$ cat config.mk
export PLATFORM = sky130hd
export DESIGN_NAME = commit_trap_unit
export DESIGN_NICKNAME = d
export VERILOG_FILES = /design/src/rtl/commit_trap_pkg.sv /design/src/rtl/cause_merge.sv /design/src/rtl/commit_ctrl.sv /design/src/rtl/commit_dp.sv /design/src/rtl/commit_trap_unit.sv
export SDC_FILE = /design/constraint.sdc
export NUM_CORES = 1
export LEC_CHECK = 0
export BUFFER_PORTS_ARGS = -buffer_cell sky130_fd_sc_hd__buf_2
export CELL_PAD_IN_SITES_DETAIL_PLACEMENT = 1
export CELL_PAD_IN_SITES_GLOBAL_PLACEMENT = 1
export CORE_MARGIN = 2
export CORE_UTILIZATION = 30
export CTS_CLUSTER_DIAMETER = 30
export DETAILED_ROUTE_END_ITERATION = 8
export MAX_ROUTING_LAYER = met4
export PLACE_DENSITY = 0.88
export SLEW_MARGIN = 15
export SYNTH_ARGS = -nofsm -noshare
export SYNTH_HDL_FRONTEND = slang
export SYNTH_SLANG_ARGS = --single-unit
export TNS_END_PERCENT = 30
$ cat constraint.sdc
create_clock -name clk -period 4.05 [get_ports clk]
set_input_delay 0.405 -clock clk [delete_from_list [all_inputs] [get_ports clk]]
set_output_delay 0.405 -clock clk [all_outputs]
set_load 0.05 [all_outputs]
$ cat src/rtl/commit_trap_pkg.sv
package commit_trap_pkg;
  localparam int CAUSE_W = 4;
  localparam logic [CAUSE_W-1:0] CAUSE_MULT = 4'd0;
  localparam logic [CAUSE_W-1:0] CAUSE_EXT  = 4'd15;

  typedef enum logic [1:0] {
    EPC_PC   = 2'd0,
    EPC_PC4  = 2'd1,
    EPC_PRED = 2'd2
  } epcSel_e;

  typedef struct packed {
    logic    commit;
    logic    sbRemove;
    logic    trap;
    logic    eret;
    epcSel_e epcSel;
    logic    causeExt;
  } ctrlStrobe_t;
endpackage

$ cat src/rtl/cause_merge.sv
module cause_merge #(
  parameter int NSTAGE = 4,
  parameter int LATE_STAGE = 2,
  parameter int CW = 4
) (
  input  logic [NSTAGE-1:0]    stageValid,
  input  logic [NSTAGE*CW-1:0] stageCode,
  output logic                 anyValid,
  output logic [CW-1:0]        mergedCode,
  output logic                 lateCause
);
  always_comb begin
    anyValid   = 1'b0;
    mergedCode = '0;
    lateCause  = 1'b0;
    for (int s = NSTAGE - 1; s >= 0; s--) begin
      if (stageValid[s]) begin
        anyValid   = 1'b1;
        mergedCode = stageCode[s*CW +: CW];
        lateCause  = (s >= LATE_STAGE);
      end
    end
  end

  always_comb begin
    if (stageValid[0]) assert (mergedCode == stageCode[CW-1:0]);
  end
endmodule

$ cat src/rtl/commit_ctrl.sv
module commit_ctrl
  import commit_trap_pkg::*;
(
  input  logic        clk,
  input  logic        rstN,
  input  logic        instValid,
  input  logic        instIsEret,
  input  logic        extIrq,
  input  logic        irqEnable,
  input  logic        causeValid,
  input  logic [3:0]  causeCode,
  input  logic        lateCause,
  output ctrlStrobe_t strb
);
  logic takeIrq;
  assign takeIrq = instValid && extIrq && irqEnable;

  always_comb begin
    strb = '{commit: 1'b0, sbRemove: 1'b0, trap: 1'b0, eret: 1'b0,
             epcSel: EPC_PC, causeExt: 1'b0};
    if (instValid) begin
      if (takeIrq) begin
        strb.trap     = 1'b1;
        strb.causeExt = 1'b1;
        if (causeValid || instIsEret) begin
          strb.epcSel   = EPC_PC;
          strb.sbRemove = causeValid && lateCause;
        end else begin
          strb.commit   = 1'b1;
          strb.sbRemove = 1'b1;
          strb.epcSel   = EPC_PRED;
        end
      end else if (causeValid) begin
        strb.trap     = 1'b1;
        strb.sbRemove = lateCause;
        strb.epcSel   = (causeCode == CAUSE_MULT) ? EPC_PC4 : EPC_PC;
      end else begin
        strb.commit   = 1'b1;
        strb.sbRemove = 1'b1;
        strb.eret     = instIsEret;
      end
    end
  end

  AST_ONE_REDIRECT: assert property (@(posedge clk) disable iff (!rstN)
    $onehot0({strb.trap, strb.eret}));
  AST_MASKED_IRQ: assert property (@(posedge clk) disable iff (!rstN)
    (instValid && !irqEnable && !causeValid && !instIsEret) |-> (strb.commit && !strb.trap));
  AST_IDLE_QUIET: assert property (@(posedge clk) disable iff (!rstN)
    !instValid |-> (strb == '0));
endmodule

$ cat src/rtl/commit_dp.sv
module commit_dp
  import commit_trap_pkg::*;
#(
  parameter int XLEN = 32,
  parameter logic [XLEN-1:0] HANDLER_PC = 32'h1004
) (
  input  logic            clk,
  input  logic            rstN,
  input  ctrlStrobe_t     strb,
  input  logic [XLEN-1:0] instPc,
  input  logic [XLEN-1:0] instPredPc,
  input  logic [3:0]      mergedCode,
  output logic [XLEN-1:0] epc,
  output logic [3:0]      causeCode,
  output logic            privMode,
  output logic            irqEnable,
  output logic            redirectValid,
  output logic [XLEN-1:0] redirectPc
);
  logic [XLEN-1:0] epcNext;

  always_comb begin
    case (strb.epcSel)
      EPC_PC4:  epcNext = instPc + XLEN'(4);
      EPC_PRED: epcNext = instPredPc;
      default:  epcNext = instPc;
    endcase
  end

  assign redirectValid = strb.trap || strb.eret;
  assign redirectPc    = strb.trap ? HANDLER_PC : epc;

  always_ff @(posedge clk) begin
    if (!rstN) begin
      epc       <= '0;
      causeCode <= '0;
      privMode  <= 1'b0;
      irqEnable <= 1'b1;
    end else if (strb.trap) begin
      epc       <= epcNext;
      causeCode <= strb.causeExt ? CAUSE_EXT : mergedCode;
      privMode  <= 1'b1;
      irqEnable <= 1'b0;
    end else if (strb.eret) begin
      privMode  <= 1'b0;
      irqEnable <= 1'b1;
    end
  end

  AST_TRAP_PRIV: assert property (@(posedge clk) disable iff (!rstN)
    strb.trap |=> (privMode && !irqEnable));
  AST_ERET_USER: assert property (@(posedge clk) disable iff (!rstN)
    strb.eret |=> (!privMode && irqEnable));
  AST_HOLD_STATE: assert property (@(posedge clk) disable iff (!rstN)
    !redirectValid |=> ($stable(epc) && $stable(causeCode) && $stable(privMode)));
endmodule

$ cat src/rtl/commit_trap_unit.sv
module commit_trap_unit
  import commit_trap_pkg::*;
#(
  parameter int XLEN = 32,
  parameter int NSTAGE = 4,
  parameter int LATE_STAGE = 2,
  parameter logic [XLEN-1:0] HANDLER_PC = 32'h1004
) (
  input  logic                  clk,
  input  logic                  rstN,
  input  logic                  instValid,
  input  logic [XLEN-1:0]       instPc,
  input  logic [XLEN-1:0]       instPredPc,
  input  logic [NSTAGE-1:0]     stageCauseValid,
  input  logic [NSTAGE*4-1:0]   stageCause,
  input  logic                  instIsEret,
  input  logic                  extIrq,
  output logic                  commit,
  output logic                  sbRemove,
  output logic                  redirectValid,
  output logic [XLEN-1:0]       redirectPc,
  output logic [XLEN-1:0]       epc,
  output logic [3:0]            causeCode,
  output logic                  privMode,
  output logic                  irqEnable
);
  logic        causeValid;
  logic [3:0]  mergedCode;
  logic        lateCause;
  ctrlStrobe_t strb;

  cause_merge #(.NSTAGE(NSTAGE), .LATE_STAGE(LATE_STAGE), .CW(CAUSE_W)) i_merge (
    .stageValid(stageCauseValid), .stageCode(stageCause),
    .anyValid(causeValid), .mergedCode(mergedCode), .lateCause(lateCause));

  commit_ctrl i_ctrl (
    .clk(clk), .rstN(rstN), .instValid(instValid), .instIsEret(instIsEret),
    .extIrq(extIrq), .irqEnable(irqEnable), .causeValid(causeValid),
    .causeCode(mergedCode), .lateCause(lateCause), .strb(strb));

  commit_dp #(.XLEN(XLEN), .HANDLER_PC(HANDLER_PC)) i_dp (
    .clk(clk), .rstN(rstN), .strb(strb), .instPc(instPc), .instPredPc(instPredPc),
    .mergedCode(mergedCode), .epc(epc), .causeCode(causeCode), .privMode(privMode),
    .irqEnable(irqEnable), .redirectValid(redirectValid), .redirectPc(redirectPc));

  assign commit   = strb.commit;
  assign sbRemove = strb.sbRemove;
endmodule

==> impl_metrics.csv, run 1 <==
group,metric,value,unit
synthesis,ys_top_cells_by_area,"dfxtp_1, and2_1, o21ai_0",
power_and_ir_drop,power_density,300,nW/um^2
die,core,9640,um^2
timing,fmax,0.326,GHz
clock_network,cts_sinks,38,
synthesis,synth-seq-cells,38,
global_route,grt_usage,0.220,
die,die_x,103,um
hold_path,whs_endpoint,"i_dp.epc[12]",
placement,globalplace.congestion,0.872,
synthesis,yosysUniqueCellTypes,50,
synthesis,postSynthNetCount,506,
hold_path,hold_class,"in -> reg",
critical_path,critPathLaunchType,"primary input",
routing,detail-route-antenna-nets,0,
critical_path,r2r_start,"i_dp.irqEnable",
synthesis,synth_area,2950,um^2
synthesis,syn_avg_cell_area,7.12,um^2
global_route,antenna_found_initial,0,
timing,setup_ws,980,ps
power_and_ir_drop,ir_drop,133,uV
critical_path,cp-end-kind,"flip-flop",
routing,drt_pass1_iterations,4,
finish,final_nets,647,
die,die_h,103,um
timing,grt_setup_unrepaired,"no",
timing,hold_violations,0,
die,rows,36,
global_route,grt_pass1_vias,3689,
routing,vias,3760,
timing,finalCritPeriodShare,0.758,
critical_path,required,4300,ps
synthesis,ys_dominant_reg_cell,"dfxtp_1",
timing,fin_setup_tns,0,ps
synthesis,yosysTopAreaCell,"dfxtp_1",
die,start_util,0.306,
synthesis,synth_edf_count,0,
synthesis,yosysWarningCount,0,
routing,route.detailed.drc,0,
critical_path,arrival,3320,ps
critical_path,critPathKind,"in -> reg",
routing,drt-initial-drc-count,129,
global_route,grt_max_degree,47,
outcome,status,"complete, no violations",
critical_path,rr_worst_depth,10,
timing,setup_viol,0,
hold_path,worstHoldStart,"instPredPc[12]",
placement,post-place-ws,658,ps
synthesis,seq_area_frac_synth,0.258,
synthesis,async_flop_share,0,
synthesis,yosys.area.top_type_share,0.258,
finish,area_growth,33.9,%
power_and_ir_drop,p_leak,1.82,nW
clock_network,cts_post_setup_buffers_inserted,0,
placement,dp_cells,681,
routing,drt-total-wl,11600,um
synthesis,syn-instance-count,414,
critical_path,r2r-end,"i_dp.epc[16]",
timing,slew_violations,0,
timing,tightest_slew,795,ps
die,pin_count,162,
clock_network,clock-root-buffer,"clkbuf_8",
clock_network,holdBufCountCts,0,
job,drv_cap,0,
finish,layoutNonFillerInstCount,689,
finish,antenna_cells,0,
clock_network,htreeDepth,2,
global_route,grt.overflow.total,0,
clock_network,postCtsResizedCells,0,
clock_network,numCtsBuffers,5,
critical_path,ff2ff_setup_slack,1120,ps
hold_path,hold_depth,3,
routing,viasPerCell,5.46,
placement,portBuffers,161,
timing,maxSlewHeadroom,0.466,
timing,skew,8.10,ps
finish,postLayoutCoreUtil,0.410,
global_route,grt_first_pass_wirelength,18000,um
clock_network,cts_tree,"done",
timing,fin_crit,3070,ps
clock_network,clock_latency,300,ps
finish,drive_above_1_share,0.335,
clock_network,cts_buffer_depth,2,
routing,wl_per_cell,16.8,um
critical_path,crit_path_max_fanout,25,
placement,dp_hpwl,8650,um
die,die-area,10600,um^2
clock_network,clk_pin_slew_worst_paths,90,ps
## registers in the layout, summed over array words and instances (netlist names)
name	flops
i_dp.causeCode	4
i_dp.privMode	1
i_dp.epc	32
i_dp.irqEnable	1
## Yosys cell counts, types with 4 or more instances
master    count
a31oi_1       9
nand4_1      16
and3_1        8
inv_1        12
dfxtp_1      38
nand3_1      16
a21oi_1      34
nand2b_1      4
or4_1         4
xor2_1        4
o21ai_0      40
buf_2         7
mux2i_1       5
a221oi_1     16
nor2_1       36
nand2_1      30
nor4_1        6
o22ai_1       5
and2_1       33
clkbuf_1     22
or3_1         4
nor3_1        9
nor2b_1       8
## final cells by class
class                      count  area (um^2)
clock buffer                   5         68.8
timing repair buffer         167          863
fill                        1320         5690
tap                          133          166
inverter                      13         48.8
multi-input combinational    330         2000
sequential                    38          761
clock inverter                 3         40.0
## per-layer routing
metal  GRT usage  wire (um)  vias up
met5           -          0        -
met4      0.0547        124        0
met3      0.0312        549       15
met2       0.392       5880      111
met1       0.260       5030     1813
li1            -          -     1821
## cells by family after synthesis
logic type,share of synthesized area
buffers and inverters,0.0679
and+or+nand+nor,0.328
adders and majority gates,0.0127
xor gates and xnor gates,0.0119
muxes,0.0284
DFF,0.258
AOI/OAI and AO/OA,0.293
## report_power, final
part	leakage, nW	total (mW)	internal [mW]	switching (mW)
Sequential	0.316	0.421	0.403	0.0188
Clock	0.0579	0.335	0.182	0.153
Combinational	1.45	0.427	0.121	0.306
## per-stage QoR
stage / power [mW] / cell area [um^2] / hold slack (ps)
floorplan: 0.715 / 2950 / 560
global placement: 0.847 / 3840 / 444
CTS: 1.19 / 3950 / 380
detailed placement: 0.858 / 3840 / 455
finish: 1.18 / 3950 / 397
global route: 1.24 / 3950 / 413
## worst max-delay path by stage
stage                        from           end  slack (ps)  cells past startpoint
3_5_place_dp   stageCauseValid[1]   i_dp.epc[8]         660                     10
6_report       stageCauseValid[1]   i_dp.epc[9]         980                     11
4_1_cts        stageCauseValid[1]   i_dp.epc[8]         970                     10
5_1_grt        stageCauseValid[3]  i_dp.epc[16]         730                     12
3_3_place_gp   stageCauseValid[2]   i_dp.epc[8]         760                     10
2_1_floorplan  stageCauseValid[2]   i_dp.epc[8]         930                     12
## layout by cell type, fill, tap and decap left out, types with 4 or more instances in the layout
cell	synthesis	final
buf_2	7	161
nor4_1	6	6
nand4_1	16	16
clkbuf_8	0	5
or4_1	4	4
dfxtp_1	38	38
or3_1	4	4
o22ai_1	5	5
a221oi_1	16	16
xor2_1	4	4
o21ai_0	40	40
nand2b_1	4	4
inv_1	12	12
buf_4	1	5
and3_1	8	8
and2_1	33	33
nor3_1	9	9
a21oi_1	34	34
nand2_1	30	30
a31oi_1	9	9
nor2_1	36	36
mux2i_1	5	5
nor2b_1	8	7
nand3_1	16	16
## worst max-delay path: stages
cell      delay (ps)
buf_2            160
or4_4            550
and3_1           230
o311a_1          150
nand4_1          120
ha_2             440
nand2b_1         310
buf_4            220
or4_1            500
nand3_1           90
o211a_1          130
No activity file was read; power rests on OpenSTA's default activity.
==> run 2, diff against run 1 <==
--- a/config.mk
+++ b/config.mk
@@ -9,11 +9,11 @@
 export CELL_PAD_IN_SITES_DETAIL_PLACEMENT = 1
 export CELL_PAD_IN_SITES_GLOBAL_PLACEMENT = 1
 export CORE_MARGIN = 2
-export CORE_UTILIZATION = 30
+export CORE_UTILIZATION = 27
 export CTS_CLUSTER_DIAMETER = 30
 export DETAILED_ROUTE_END_ITERATION = 8
 export MAX_ROUTING_LAYER = met4
-export PLACE_DENSITY = 0.88
+export PLACE_DENSITY = 0.84
 export SLEW_MARGIN = 15
 export SYNTH_ARGS = -nofsm -noshare
 export SYNTH_HDL_FRONTEND = slang
==> constraint.sdc (replaced) <==
create_clock -name clk -period 2.8 [get_ports clk]
set_input_delay 0.28 -clock clk [delete_from_list [all_inputs] [get_ports clk]]
set_output_delay 0.28 -clock clk [all_outputs]
set_load 0.05 [all_outputs]
==> run 2 against run 1 <==
Clock skew down 3.5 ps. Die area rose by 11%. Routed wire length grew 2.8%. Count of clock-buffer cells in the layout grew 1. Power is 56% higher. Via count increased by 1.1%. Combinational power grew 49%. Final cell count up 3.9%. First-iteration DRC count increased by 33%. Non-clock buffer count up 19. Global-route usage decreased by 1.4 points. Clock power grew 78%. Largest power group unchanged.
==> impl_metrics.csv, run 2 (same netlist as run 1, synthesis figures left out) <==
group,metric,value,unit
critical_path,crit_path_max_fanout,31,
power_and_ir_drop,pwr-share-clk,0.324,
die,rows,38,
critical_path,path_common_cell,"nand2_1",
die,die_x,109,um
power_and_ir_drop,p_int,1.15,mW
routing,vias,3803,
finish,layout_common_cells,"buf_2, o21ai_0, dfxtp_1",
finish,drive_above_1_share,0.360,
critical_path,critPathMaxStageDelay,540,ps
critical_path,ff2ff_setup_slack,290,ps
global_route,grt_first_pass_wirelength,18800,um
die,die-area,11800,um^2
clock_network,cts_sinks,38,
clock_network,cts_post_setup_buffers_inserted,0,
timing,setup_viol,0,
critical_path,rr_worst_depth,10,
finish,fill_cells,1403,
critical_path,critPathKind,"in -> reg",
power_and_ir_drop,power_density,444,nW/um^2
placement,dp_hpwl,9100,um
critical_path,required,3020,ps
routing,wl_per_cell,16.6,um
global_route,grt.overflow.total,0,
power_and_ir_drop,ir_drop,295,uV
critical_path,r2r-end,"i_dp.epc[15]",
finish,largest_registers,"i_dp.epc: 32 flops, i_dp.causeCode: 4 flops",
critical_path,cp_cell_sequence,"buf_2, nor4_1, nand2_1, or3_1, inv_1, ha_2, buf_4, or4_1, nand2_1, a221oi_1, a21oi_1",
job,drv_cap,0,
routing,route.detailed.drc,0,
die,start_util,0.274,
finish,final_nets,666,
hold_path,hold_depth,3,
timing,grt_setup_unrepaired,"no",
timing,slew_violations,0,
timing,hold_violations,0,
critical_path,r2r_start,"i_dp.irqEnable",
power_and_ir_drop,swShare,0.374,
power_and_ir_drop,p_comb_frac,0.345,
placement,globalplace.congestion,0.863,
global_route,grt_max_degree,47,
timing,tightest_slew,560,ps
clock_network,cts_tree,"done",
timing,finalCritPeriodShare,0.916,
critical_path,critPathLaunchType,"primary input",
global_route,grt_pass1_vias,3813,
timing,skew,4.63,ps
placement,portBuffers,161,
critical_path,cp-end-kind,"flip-flop",
placement,post-place-ws,-240,ps
finish,top_register,"i_dp.epc",
hold_path,whs_endpoint,"i_dp.epc[12]",
clock_network,clock_latency,290,ps
timing,fin_crit,2560,ps
routing,drt-total-wl,11900,um
finish,largest_reg_flops,32,
clock_network,htreeDepth,2,
clock_network,cts_buffer_depth,2,
die,core,10700,um^2
hold_path,hold_class,"in -> reg",
routing,viasPerCell,5.31,
timing,fmax,0.390,GHz
power_and_ir_drop,netSwitchingPower,0.691,mW
finish,postLayoutCoreUtil,0.387,
die,pin_count,162,
outcome,status,"complete, no violations",
hold_path,worstHoldStart,"instPredPc[12]",
clock_network,clock-root-buffer,"clkbuf_8",
clock_network,numCtsBuffers,5,
finish,area_growth,40.9,%
global_route,grt_usage,0.205,
critical_path,arrival,2790,ps
routing,drt-initial-drc-count,171,
die,die_h,109,um
timing,hold_slack,292,ps
finish,mostFrequentLayoutCell,"buf_2",
critical_path,crit_path_top_delay_cell,"or4_1",
power_and_ir_drop,p_leak,1.93,nW
global_route,antenna_found_initial,1,
routing,detail-route-antenna-nets,0,
clock_network,clk_pin_slew_worst_paths,80,ps
routing,drt_pass1_iterations,4,
timing,maxSlewHeadroom,0.625,
power_and_ir_drop,pwr-share-seq,0.331,
timing,setup_ws,236,ps
## run 2: routing by layer
layer / wire, um / share of wire / track usage
met5: 0 / 0 / -
met3: 589 / 0.049 / 0.0283
met2: 5940 / 0.50 / 0.357
met4: 220 / 0.018 / 0.0467
met1: 5170 / 0.43 / 0.251
## run 2: critical path, delay by kind of cell
kind	cells	cell delay, ps
adders and majority gates	1	310
and+or+nand+nor	5	1500
AOI/OAI and AO/OA	2	230
buffers and inverters	3	460
## run 2: worst max-delay path by stage
stage                  startpoint           end  slack, ps  depth (start not counted)
6_report       stageCauseValid[2]  i_dp.epc[10]        240                         11
5_1_grt        stageCauseValid[2]  i_dp.epc[25]         30                         11
4_1_cts        stageCauseValid[2]  i_dp.epc[31]         50                         10
3_5_place_dp   stageCauseValid[2]  i_dp.epc[31]       -240                         10
3_3_place_gp   stageCauseValid[2]  i_dp.epc[21]       -160                         11
2_1_floorplan  stageCauseValid[1]   i_dp.epc[8]        -20                         12
## run 2: what timing repair did
| action | CTS | global route |
|---|---|---|
| setup endpoints to repair | 0 | 19 |
| hold buffers | 0 | 0 |
| gates resized for setup | 0 | 1 |
| endpoints found under the hold margin | 0 | 0 |
## run 2: power by group through the flow
| stage | Clock (mW) | Combinational (mW) | Sequential, mW |
|---|---|---|---|
| floorplan | 0 | 0.276 | 0.763 |
| global placement | 0 | 0.627 | 0.620 |
| detailed placement | 0 | 0.637 | 0.623 |
| CTS | 0.614 | 0.640 | 0.611 |
| global route | 0.634 | 0.683 | 0.617 |
| finish | 0.597 | 0.638 | 0.611 |
## run 2: final cells by class
| type | instances | area [um^2] | share of cell area |
|---|---|---|---|
| Clock inverter | 2 | 60.1 | 0.0145 |
| Antenna cell | 1 | 2.50 | 0.000602 |
| Timing Repair Buffer | 186 | 1010 | 0.242 |
| Clock buffer | 6 | 82.6 | 0.0199 |
| Inverter | 13 | 48.8 | 0.0117 |
| Sequential cell | 38 | 761 | 0.183 |
| Tap cell | 140 | 175 | 0.0422 |
| Multi-Input combinational cell | 330 | 2020 | 0.486 |
## run 2: per-stage QoR
step | TNS [ps] | instances | power (mW) | area (um^2)
after detailed placement | -2810 | 707 | 1.26 | 4000
after CTS | 0 | 715 | 1.86 | 4150
after floorplan | -18.8 | 414 | 1.04 | 2990
after global placement | -1110 | 707 | 1.25 | 4000
after global routing | 0 | 716 | 1.93 | 4150
final | 0 | 716 | 1.85 | 4150
